**src/rtl/dmc_pkg.sv**
```systemverilog
package dmc_pkg;
  typedef enum logic [2:0] {
    ST_IDLE,
    ST_LOOKUP,
    ST_WRITEBACK,
    ST_FILL,
    ST_UPDATE
  } dmc_state_e;
endpackage

```
**src/rtl/dmc_store.sv**
```systemverilog
// Line storage: tags, data words, and per-line valid / modified flags.
module dmc_store #(
  parameter int DATA_W     = 32,
  parameter int LINES      = 4,
  parameter int LINE_WORDS = 2,
  parameter int TAG_W      = 27,
  localparam int IDX_W     = $clog2(LINES),
  localparam int WSEL_W    = $clog2(LINE_WORDS),
  localparam int BE_W      = DATA_W / 8
) (
  input  logic                                clk,
  input  logic                                rst_n,
  input  logic [IDX_W-1:0]                    idx,
  output logic [TAG_W-1:0]                    rd_tag,
  output logic                                rd_valid,
  output logic                                rd_dirty,
  output logic [LINE_WORDS-1:0][DATA_W-1:0]   rd_line,
  input  logic                                word_we,
  input  logic [WSEL_W-1:0]                   word_sel,
  input  logic [BE_W-1:0]                     word_be,
  input  logic [DATA_W-1:0]                   word_data,
  input  logic                                fill_done,
  input  logic [TAG_W-1:0]                    fill_tag,
  input  logic                                set_dirty
);
  logic [TAG_W-1:0]                  tag_q  [LINES];
  logic [LINE_WORDS-1:0][DATA_W-1:0] data_q [LINES];
  logic [LINES-1:0]                  valid_q, dirty_q;

  // Flags: the only state that is reset.
  always_ff @(posedge clk or negedge rst_n) begin
    if (!rst_n) begin
      valid_q <= '0;
      dirty_q <= '0;
    end else begin
      if (fill_done) begin
        valid_q[idx] <= 1'b1;
        dirty_q[idx] <= 1'b0;
      end
      if (set_dirty) dirty_q[idx] <= 1'b1;
    end
  end

  // Arrays: written under explicit enables, never reset.
  always_ff @(posedge clk) begin
    if (fill_done) tag_q[idx] <= fill_tag;
    for (int b = 0; b < BE_W; b++) begin
      if (word_we && word_be[b]) data_q[idx][word_sel][8*b +: 8] <= word_data[8*b +: 8];
    end
  end

  assign rd_tag   = tag_q[idx];
  assign rd_valid = valid_q[idx];
  assign rd_dirty = dirty_q[idx];
  assign rd_line  = data_q[idx];
endmodule

```
**src/rtl/dmc_lookup.sv**
```systemverilog
// Single tag comparator and word select for the indexed line.
module dmc_lookup #(
  parameter int DATA_W     = 32,
  parameter int LINE_WORDS = 2,
  parameter int TAG_W      = 27,
  localparam int WSEL_W    = $clog2(LINE_WORDS)
) (
  input  logic [LINE_WORDS-1:0][DATA_W-1:0] line,
  input  logic [TAG_W-1:0]                  stored_tag,
  input  logic                              stored_valid,
  input  logic [TAG_W-1:0]                  want_tag,
  input  logic [WSEL_W-1:0]                 want_word,
  output logic                              hit,
  output logic [DATA_W-1:0]                 word_out
);
  assign hit      = stored_valid && (stored_tag == want_tag);
  assign word_out = line[want_word];
endmodule

```
**src/rtl/dmc_top.sv**
```systemverilog
module dmc_top
  import dmc_pkg::*;
#(
  parameter int ADDR_W     = 32,
  parameter int DATA_W     = 32,
  parameter int LINES      = 4,
  parameter int LINE_WORDS = 2,
  parameter bit WRITE_BACK = 1'b1
) (
  input  logic              clk,
  input  logic              rst_n,
  input  logic              cpu_req,
  input  logic              cpu_we,
  input  logic [ADDR_W-1:0] cpu_addr,
  input  logic [DATA_W-1:0] cpu_wdata,
  input  logic [DATA_W/8-1:0] cpu_be,
  output logic              cpu_ready,
  output logic [DATA_W-1:0] cpu_rdata,
  output logic              mem_req,
  output logic              mem_we,
  output logic [ADDR_W-1:0] mem_addr,
  output logic [DATA_W-1:0] mem_wdata,
  input  logic              mem_ack,
  input  logic [DATA_W-1:0] mem_rdata
);
  localparam int BE_W   = DATA_W / 8;
  localparam int BYTE_W = $clog2(BE_W);
  localparam int WSEL_W = $clog2(LINE_WORDS);
  localparam int IDX_W  = $clog2(LINES);
  localparam int TAG_W  = ADDR_W - IDX_W - WSEL_W - BYTE_W;
  localparam logic [WSEL_W-1:0] LAST_WORD = WSEL_W'(LINE_WORDS - 1);

  dmc_state_e          state_q, state_d;
  logic [WSEL_W-1:0]   cnt_q, cnt_d;
  logic [ADDR_W-1:0]   req_addr_q;
  logic                req_we_q;
  logic [DATA_W-1:0]   req_wdata_q;
  logic [BE_W-1:0]     req_be_q;
  logic                accept;

  logic [IDX_W-1:0]    req_idx;
  logic [WSEL_W-1:0]   req_word;
  logic [TAG_W-1:0]    req_tag;
  assign req_word = req_addr_q[BYTE_W +: WSEL_W];
  assign req_idx  = req_addr_q[BYTE_W+WSEL_W +: IDX_W];
  assign req_tag  = req_addr_q[ADDR_W-1 -: TAG_W];

  logic [TAG_W-1:0]                  rd_tag;
  logic                              rd_valid, rd_dirty, hit;
  logic [LINE_WORDS-1:0][DATA_W-1:0] rd_line;
  logic                              word_we, fill_done, set_dirty;
  logic [WSEL_W-1:0]                 word_sel;
  logic [BE_W-1:0]                   word_be;
  logic [DATA_W-1:0]                 word_data;

  dmc_store #(.DATA_W(DATA_W), .LINES(LINES), .LINE_WORDS(LINE_WORDS), .TAG_W(TAG_W)) u_store (
    .clk(clk), .rst_n(rst_n), .idx(req_idx),
    .rd_tag(rd_tag), .rd_valid(rd_valid), .rd_dirty(rd_dirty), .rd_line(rd_line),
    .word_we(word_we), .word_sel(word_sel), .word_be(word_be), .word_data(word_data),
    .fill_done(fill_done), .fill_tag(req_tag), .set_dirty(set_dirty)
  );

  dmc_lookup #(.DATA_W(DATA_W), .LINE_WORDS(LINE_WORDS), .TAG_W(TAG_W)) u_lookup (
    .line(rd_line), .stored_tag(rd_tag), .stored_valid(rd_valid),
    .want_tag(req_tag), .want_word(req_word), .hit(hit), .word_out(cpu_rdata)
  );

  // Policy variant: only write-back mode may mark a line modified.
  logic write_hit;
  generate
    if (WRITE_BACK) begin : g_wb
      assign set_dirty = write_hit;
    end else begin : g_wt
      assign set_dirty = 1'b0;
    end
  endgenerate

  always_comb begin
    state_d   = state_q;
    cnt_d     = cnt_q;
    accept    = 1'b0;
    cpu_ready = 1'b0;
    mem_req   = 1'b0;
    mem_we    = 1'b0;
    mem_addr  = '0;
    mem_wdata = '0;
    word_we   = 1'b0;
    word_sel  = req_word;
    word_be   = req_be_q;
    word_data = req_wdata_q;
    fill_done = 1'b0;
    write_hit = 1'b0;
    unique case (state_q)
      ST_IDLE: begin
        if (cpu_req) begin
          accept  = 1'b1;
          state_d = ST_LOOKUP;
        end
      end
      ST_LOOKUP: begin
        cnt_d = '0;
        if (hit) begin
          if (req_we_q) begin
            word_we   = 1'b1;
            write_hit = 1'b1;
            cpu_ready = WRITE_BACK;
            state_d   = WRITE_BACK ? ST_IDLE : ST_UPDATE;
          end else begin
            cpu_ready = 1'b1;
            state_d   = ST_IDLE;
          end
        end else begin
          state_d = (rd_valid && rd_dirty) ? ST_WRITEBACK : ST_FILL;
        end
      end
      ST_WRITEBACK: begin
        mem_req   = 1'b1;
        mem_we    = 1'b1;
        mem_addr  = {rd_tag, req_idx, cnt_q, {BYTE_W{1'b0}}};
        mem_wdata = rd_line[cnt_q];
        if (mem_ack) begin
          cnt_d = cnt_q + WSEL_W'(1);
          if (cnt_q == LAST_WORD) state_d = ST_FILL;
        end
      end
      ST_FILL: begin
        mem_req  = 1'b1;
        mem_addr = {req_tag, req_idx, cnt_q, {BYTE_W{1'b0}}};
        if (mem_ack) begin
          word_we   = 1'b1;
          word_sel  = cnt_q;
          word_be   = '1;
          word_data = mem_rdata;
          cnt_d     = cnt_q + WSEL_W'(1);
          if (cnt_q == LAST_WORD) begin
            fill_done = 1'b1;
            state_d   = ST_LOOKUP;
          end
        end
      end
      ST_UPDATE: begin
        mem_req   = 1'b1;
        mem_we    = 1'b1;
        mem_addr  = {req_tag, req_idx, req_word, {BYTE_W{1'b0}}};
        mem_wdata = rd_line[req_word];
        if (mem_ack) begin
          cpu_ready = 1'b1;
          state_d   = ST_IDLE;
        end
      end
      default: state_d = ST_IDLE;
    endcase
  end

  always_ff @(posedge clk or negedge rst_n) begin
    if (!rst_n) begin
      state_q <= ST_IDLE;
      cnt_q   <= '0;
    end else begin
      state_q <= state_d;
      cnt_q   <= cnt_d;
    end
  end

  always_ff @(posedge clk) begin
    if (accept) begin
      req_addr_q  <= cpu_addr;
      req_we_q    <= cpu_we;
      req_wdata_q <= cpu_wdata;
      req_be_q    <= cpu_be;
    end
  end
endmodule

```
**config.mk**
```make
export PLATFORM = sky130hd
export DESIGN_NAME = dmc_top
export DESIGN_NICKNAME = d
export VERILOG_FILES = /design/src/rtl/dmc_pkg.sv /design/src/rtl/dmc_store.sv /design/src/rtl/dmc_lookup.sv /design/src/rtl/dmc_top.sv
export SDC_FILE = /design/constraint.sdc
export NUM_CORES = 1
export LEC_CHECK = 0
export ABC_AREA = 1
export BUFFER_PORTS_ARGS = -buffer_cell sky130_fd_sc_hd__buf_2
export CORE_MARGIN = 4
export CORE_UTILIZATION = 50
export CTS_CLUSTER_DIAMETER = 100
export DETAILED_ROUTE_END_ITERATION = 10
export GPL_ROUTABILITY_DRIVEN = 1
export GPL_TIMING_DRIVEN = 0
export PLACE_DENSITY_LB_ADDON = 0.2
export SETUP_SLACK_MARGIN = 0.05
export SLEW_MARGIN = 20
export SYNTH_ARGS = -nofsm -noshare
export SYNTH_HDL_FRONTEND = slang
export SYNTH_HIERARCHICAL = 1
export SYNTH_SLANG_ARGS = --single-unit
```
**constraint.sdc**
```tcl
create_clock -name clk -period 12.4 [get_ports clk]
set_input_delay 0.62 -clock clk [delete_from_list [all_inputs] [get_ports clk]]
set_output_delay 0.62 -clock clk [all_outputs]
set_load 0.03 [all_outputs]
```
After elaboration in Yosys (flattened, before gate mapping) --
Memory sizes are Yosys's and may differ from the RTL's. A register that Yosys moved wholly into a read port is not among the register bits. Index checks and enable logic that the tools add are counted. Widths: inputs -> output; s select.
Storage, ports and cells: bits in registers 81, RAM bits 364, input port bits 105, output and inout port bits 99, word-level logic and storage cells 497, memories kept 2
Cells by class: add/subtract/negate cells 1, order comparisons 6, equal/unequal tests 12, muxes and demuxes 257, bitwise logic cells 196, reductions and logical operators 15
Memory list:
- u_store.data_q | depth 4, bits a word 64, read ports 1, clocked after Yosys merged registers in 1, wr ports 1, line dmc_store.sv:27 | logic [LINE_WORDS-1:0][DATA_W-1:0] data_q [LINES];
- u_store.tag_q | depth 4, bits a word 27, read ports 1, clocked after Yosys merged registers in 1, wr ports 1, line dmc_store.sv:26 | logic [TAG_W-1:0] tag_q [LINES];
Operators by type and width (number):
- $mux 64 | 4
- $mux 32 | 7
- $mux 1 | 217
- $or 1x1->1 | 192
- $demux 32 s1 | 4
- $pmux 32 s3 | 1
- $pmux 32 s2 | 1
- $eq 27x27->1 | 1
- $mux 24 | 1
- $mux 3 | 6
- $mux 16 | 1
- $mux 4 | 4
- $pmux 3 s5 | 1
- $ne 2x2->1 const B | 6
- $logic_and 1x1->1 | 8
- $mux 8 | 1
- $or 4x4->4 | 2
- $eq 3x2->1 const B | 2
- $lt 1x2->1 const B | 3
- $mux 2 | 3
- $pmux 1 s2 | 3
- $reduce_and 6->1 | 1
- $and 4x4->4 | 1
- $bmux 1 s2 | 2
- other kinds (14) | 15

Logic depth before layout (Yosys ltp) --
word-level depth 11, depth in mapped cells 21, depth with buffers taken out 18

Modules after synthesis --
The synthesis kept the hierarchy.
By module, submodules not included:
- dmc_store | times used 1, cells an instance 1348, area each 14998.1 µm², seq. area each 11130.7 µm²
- dmc_top | times used 1, cells an instance 415, area each 3540.9 µm², seq. area each 2087.0 µm²
- dmc_lookup | times used 1, cells an instance 189, area each 1129.8 µm², seq. area each 0.0 µm²

Worst setup path before layout --
No wires, ideal clock.
path type input to register, from input port cpu_req, to register req_addr_q[10], enable pin, data arrival time 5.200 ns, data required time 11.826 ns, setup slack 6.626 ns, stages on the path 2, path buffers 0, cell sequence inv_1 nor3_1
On the way: longest elaborated chain between the ends 2
RTL lines:
- start: declaration | line dmc_top.sv:12 | input logic cpu_req,
- $mux 1 | line dmc_top.sv:95 | if (cpu_req) begin
- $mux 1 | line dmc_top.sv:93 | unique case (state_q)
- via accept | line dmc_top.sv:39 | logic accept;
- end signal: assignment | line dmc_top.sv:167 | req_addr_q <= cpu_addr;
- end: declaration | line dmc_top.sv:35 | logic [ADDR_W-1:0] req_addr_q;
The timed path passes the listed nets, and every way through them passes these cells. A chain may end at the register's enable or synchronous reset.

Final worst setup path --
from register req_addr_q[4], to memory u_store/data_q[0][50] in the netlist's numbering, enable pin
On the way: longest elaborated chain between the ends 11, elaborated cells on any way between the ends 20, those cells by class mux: 12; bitwise: 3; reduce/logical: 5
RTL lines:
- $bmux 1 s2 * | line dmc_store.sv:53 | assign rd_valid = valid_q[idx];
- $mux 1 (not written as such) * | line dmc_store.sv:53
- $logic_and 1x1->1 * | line dmc_lookup.sv:16 | assign hit = stored_valid && (stored_tag == want_tag);
- via hit | line dmc_top.sv:49 | logic rd_valid, rd_dirty, hit;
- $mux 1 * | line dmc_top.sv:102 | if (hit) begin
- $pmux 1 s2 * | line dmc_top.sv:93
- via word_we | line dmc_top.sv:51 | logic word_we, fill_done, set_dirty;
- $logic_and 1x1->1 | line dmc_store.sv:48 | if (word_we && word_be[b]) data_q[idx][word_sel][8*b +: 8] <= word_data[8*b +: 8];
- $mux 1 | line dmc_store.sv:48
- $mux 64 (not written as such) | line dmc_store.sv:48
- $or 1x1->1 (no source line) (2 in a row)
- $or 1x1->1 (no source line) *
- end: declaration | line dmc_store.sv:27
The timed path passes the listed nets; every way through them passes the cells marked *. The select of a mux whose other input is x is not followed.

==> impl_metrics.tcl <==
set metrics [dict create \
    cts_setup_buffers 0 \
    grt_pass1_wl_mm 75.8 \
    numCtsBuffers 47 \
    rsz0062_at_grt "no" \
    cts-root-buf "clkbuf_16" \
    grt_pass1_vias 13418 \
    timing.final.crit_share_pct 36.2 \
    floorplan.rows 72 \
    crit_type "reg -> reg" \
    die-area_um2 42600 \
    drc 0 \
    cp-end-kind "flop" \
    ir_worst_vdd_uv 173 \
    setup_violations 0 \
    worstPathArrival_ps 4660 \
    clkLatencyLatePin_ps 570 \
    antenna_found_initial 4 \
    outcome "completed" \
    first_pass_iters 5 \
    required_ps 12570 \
    startpoint_type "flop" \
    fin_skew_ps 19.9 \
    drive_gt1_share_pct 17.7 \
    clk_pin_slew_ps 60 \
    die_w_um 206 \
    start_util_pct 50.8 \
    final_nets 2316 \
    max_freq_ghz 0.223 \
    min_period_ps 4490 \
    mostFrequentLayoutCell "nand2_1" \
    slew_headroom_pct 33.6 \
    worstMarginPinSlew_ps 992 \
    dpl.hpwl_mm 34.8 \
    utilization_pct 59.2 \
    drv_slew 0 \
    netlist_area_um2 19700 \
    seq_area_frac_synth_pct 67.2 \
    grt-ovfl-total 0 \
    ys_ff_latch 442 \
    cts_tree "built" \
    postSynthAreaPerCell_um2 10.1 \
    finalSetupTns_ps 0 \
    drt-total-wl_mm 50.7 \
    cap_violations 0 \
    area_growth_pct 16.6 \
    ys_warn_count 6 \
    coreArea_um2 38700 \
    portBuffers 199 \
    place.gp.congestion 0.832 \
    drtIter0Drc 1223 \
    worstPathMaxFanout 10 \
    ff2ff_setup_slack_ps 7910 \
    avgRoutedWirePerCell_um 18.3 \
    vias 13986 \
    grt_max_degree 28 \
    die_y_um 206 \
    clock-sinks 442 \
    ys_types 29 \
    groute.usage.overall_pct 23.5 \
    vias_per_cell 5.05 \
    htreeDepth 2 \
    fillCellCount 3261 \
    postCtsResizedCells 0 \
    postSynthCellCount 1952 \
    hold_class "in -> reg" \
    hold_viol 0 \
    layout_common_cells "nand2_1, edfxtp_1, buf_2" \
    power_density_nw_per_um2 184 \
    ant_nets 0 \
    power_leakage_nw 10.2 \
    ioPinCount 204 \
    cts_buffer_depth 3 \
]
## state kept, by name (all words and copies together) (netlist names)
| register | cells |
|---|---|
| u_store/data_q | 256 |
| u_store/tag_q | 108 |
| req_wdata_q | 32 |
| req_addr_q | 30 |
| req_be_q | 4 |
| u_store/dirty_q | 4 |
| u_store/valid_q | 4 |
| state_q | 2 |
| cnt_q | 1 |
| req_we_q | 1 |
## kinds of logic after synthesis
family | after synthesis | synth area share, %
AOI/OAI and AO/OA | 38 | 0.967
other | 1 | 0.0191
muxes | 32 | 2.40
buffers and inverters | 166 | 4.71
and+or+nand+nor | 1271 | 24.6
xor gates and xnor gates | 2 | 0.0891
DFF | 442 | 67.2
## critical path, stage by stage, from the launching register on
cell and delay (ps):
edfxtp_1 440, buf_2 250, inv_2 140, buf_4 210, buf_2 280, nand2_1 90, nand2_1 100, inv_1 60
nand2_1 70, nand2_1 80, nor2_1 120, nand2_1 90, nor2_1 90, nand2_1 90, nor2_1 200, nand2_1 150
o21ai_1 210, clkbuf_1 380, nand3_1 220, nor2_1 820
## timing repair
item                                    4_1_cts  5_1_grt
hold endpoints to repair                     11        0
endpoints found under the setup margin        0        0
hold buffers                                  1        0
## per-layer routing
layer	part of all wire [%]	global-route usage (%)	wire length (µm)	up-vias
met4	2.7	7.30	1380	4
li1	-	-	-	6803
met2	49	40.3	24700	562
met5	0.051	0	26	-
met1	40	30.9	20400	6527
met3	8.4	4.19	4280	90
## Yosys cell counts, drive strengths merged
cell type	number	area (µm²)
nor2	60	241
mux2	32	473
clkinv	1	3.75
nand2	1187	4470
nand3	18	95.1
inv	73	282
xnor2	2	17.5
conb	1	3.75
clkbuf	10	37.5
dfrtp	11	275
edfxtp	431	12900
a21oi	33	165
nor3	1	5.00
or2	5	31.3
o21ai	5	25.0
buf	82	603
## report_power, final
group / total [mW] / switching, mW / internal, mW
Clock: 1.36 / 0.551 / 0.809
Sequential: 1.83 / 0.0338 / 1.80
Combinational: 1.03 / 0.767 / 0.262
Total: 4.22 / 1.35 / 2.87
## stage by stage
stage / instance area [µm²] / setup slack, ps / hold slack (ps) / power [mW] / instances
after CTS: 22900 / 7950 / 197 / 4.25 / 2766
after detailed placement: 21400 / 8030 / 451 / 2.89 / 2679
after global placement: 21300 / 3160 / 446 / 2.87 / 2670
final: 22900 / 7910 / 224 / 4.22 / 2767
after global routing: 22900 / 7690 / 202 / 4.40 / 2767
after floorplan: 19700 / 6630 / 324 / 2.52 / 1953
## final cells by class
class                   count  area [µm²]  share of cell area, %
diodes                      1        2.50                 0.0109
multi-input cells        1345        5540                   24.2
flip-flops and latches    442       13200                   57.7
inverters                  74         285                   1.24
plain buffers              92         641                   2.79
repair buffers            209        1100                   4.80
clock buffers              63        1290                   5.62
clock inverters            23         201                  0.879
well taps                 518         648                   2.83
## worst paths after layout
| kind | startpoint | depth (start not counted) | end |
|---|---|---|---|
| setup / recovery | req_addr_q[4] | 19 | u_store/data_q[0][50] |
| hold reg to reg | u_store/valid_q[2] | 2 | u_store/valid_q[2] |
| setup reg to reg | req_addr_q[4] | 19 | u_store/data_q[0][50] |
| min in group asynchronous | rst_n | 2 | cnt_q |
| max in group asynchronous | rst_n | 2 | state_q[1] |
| hold / removal | cpu_wdata[7] | 1 | req_wdata_q[7] |
Power figures use the tool's default switching activity.
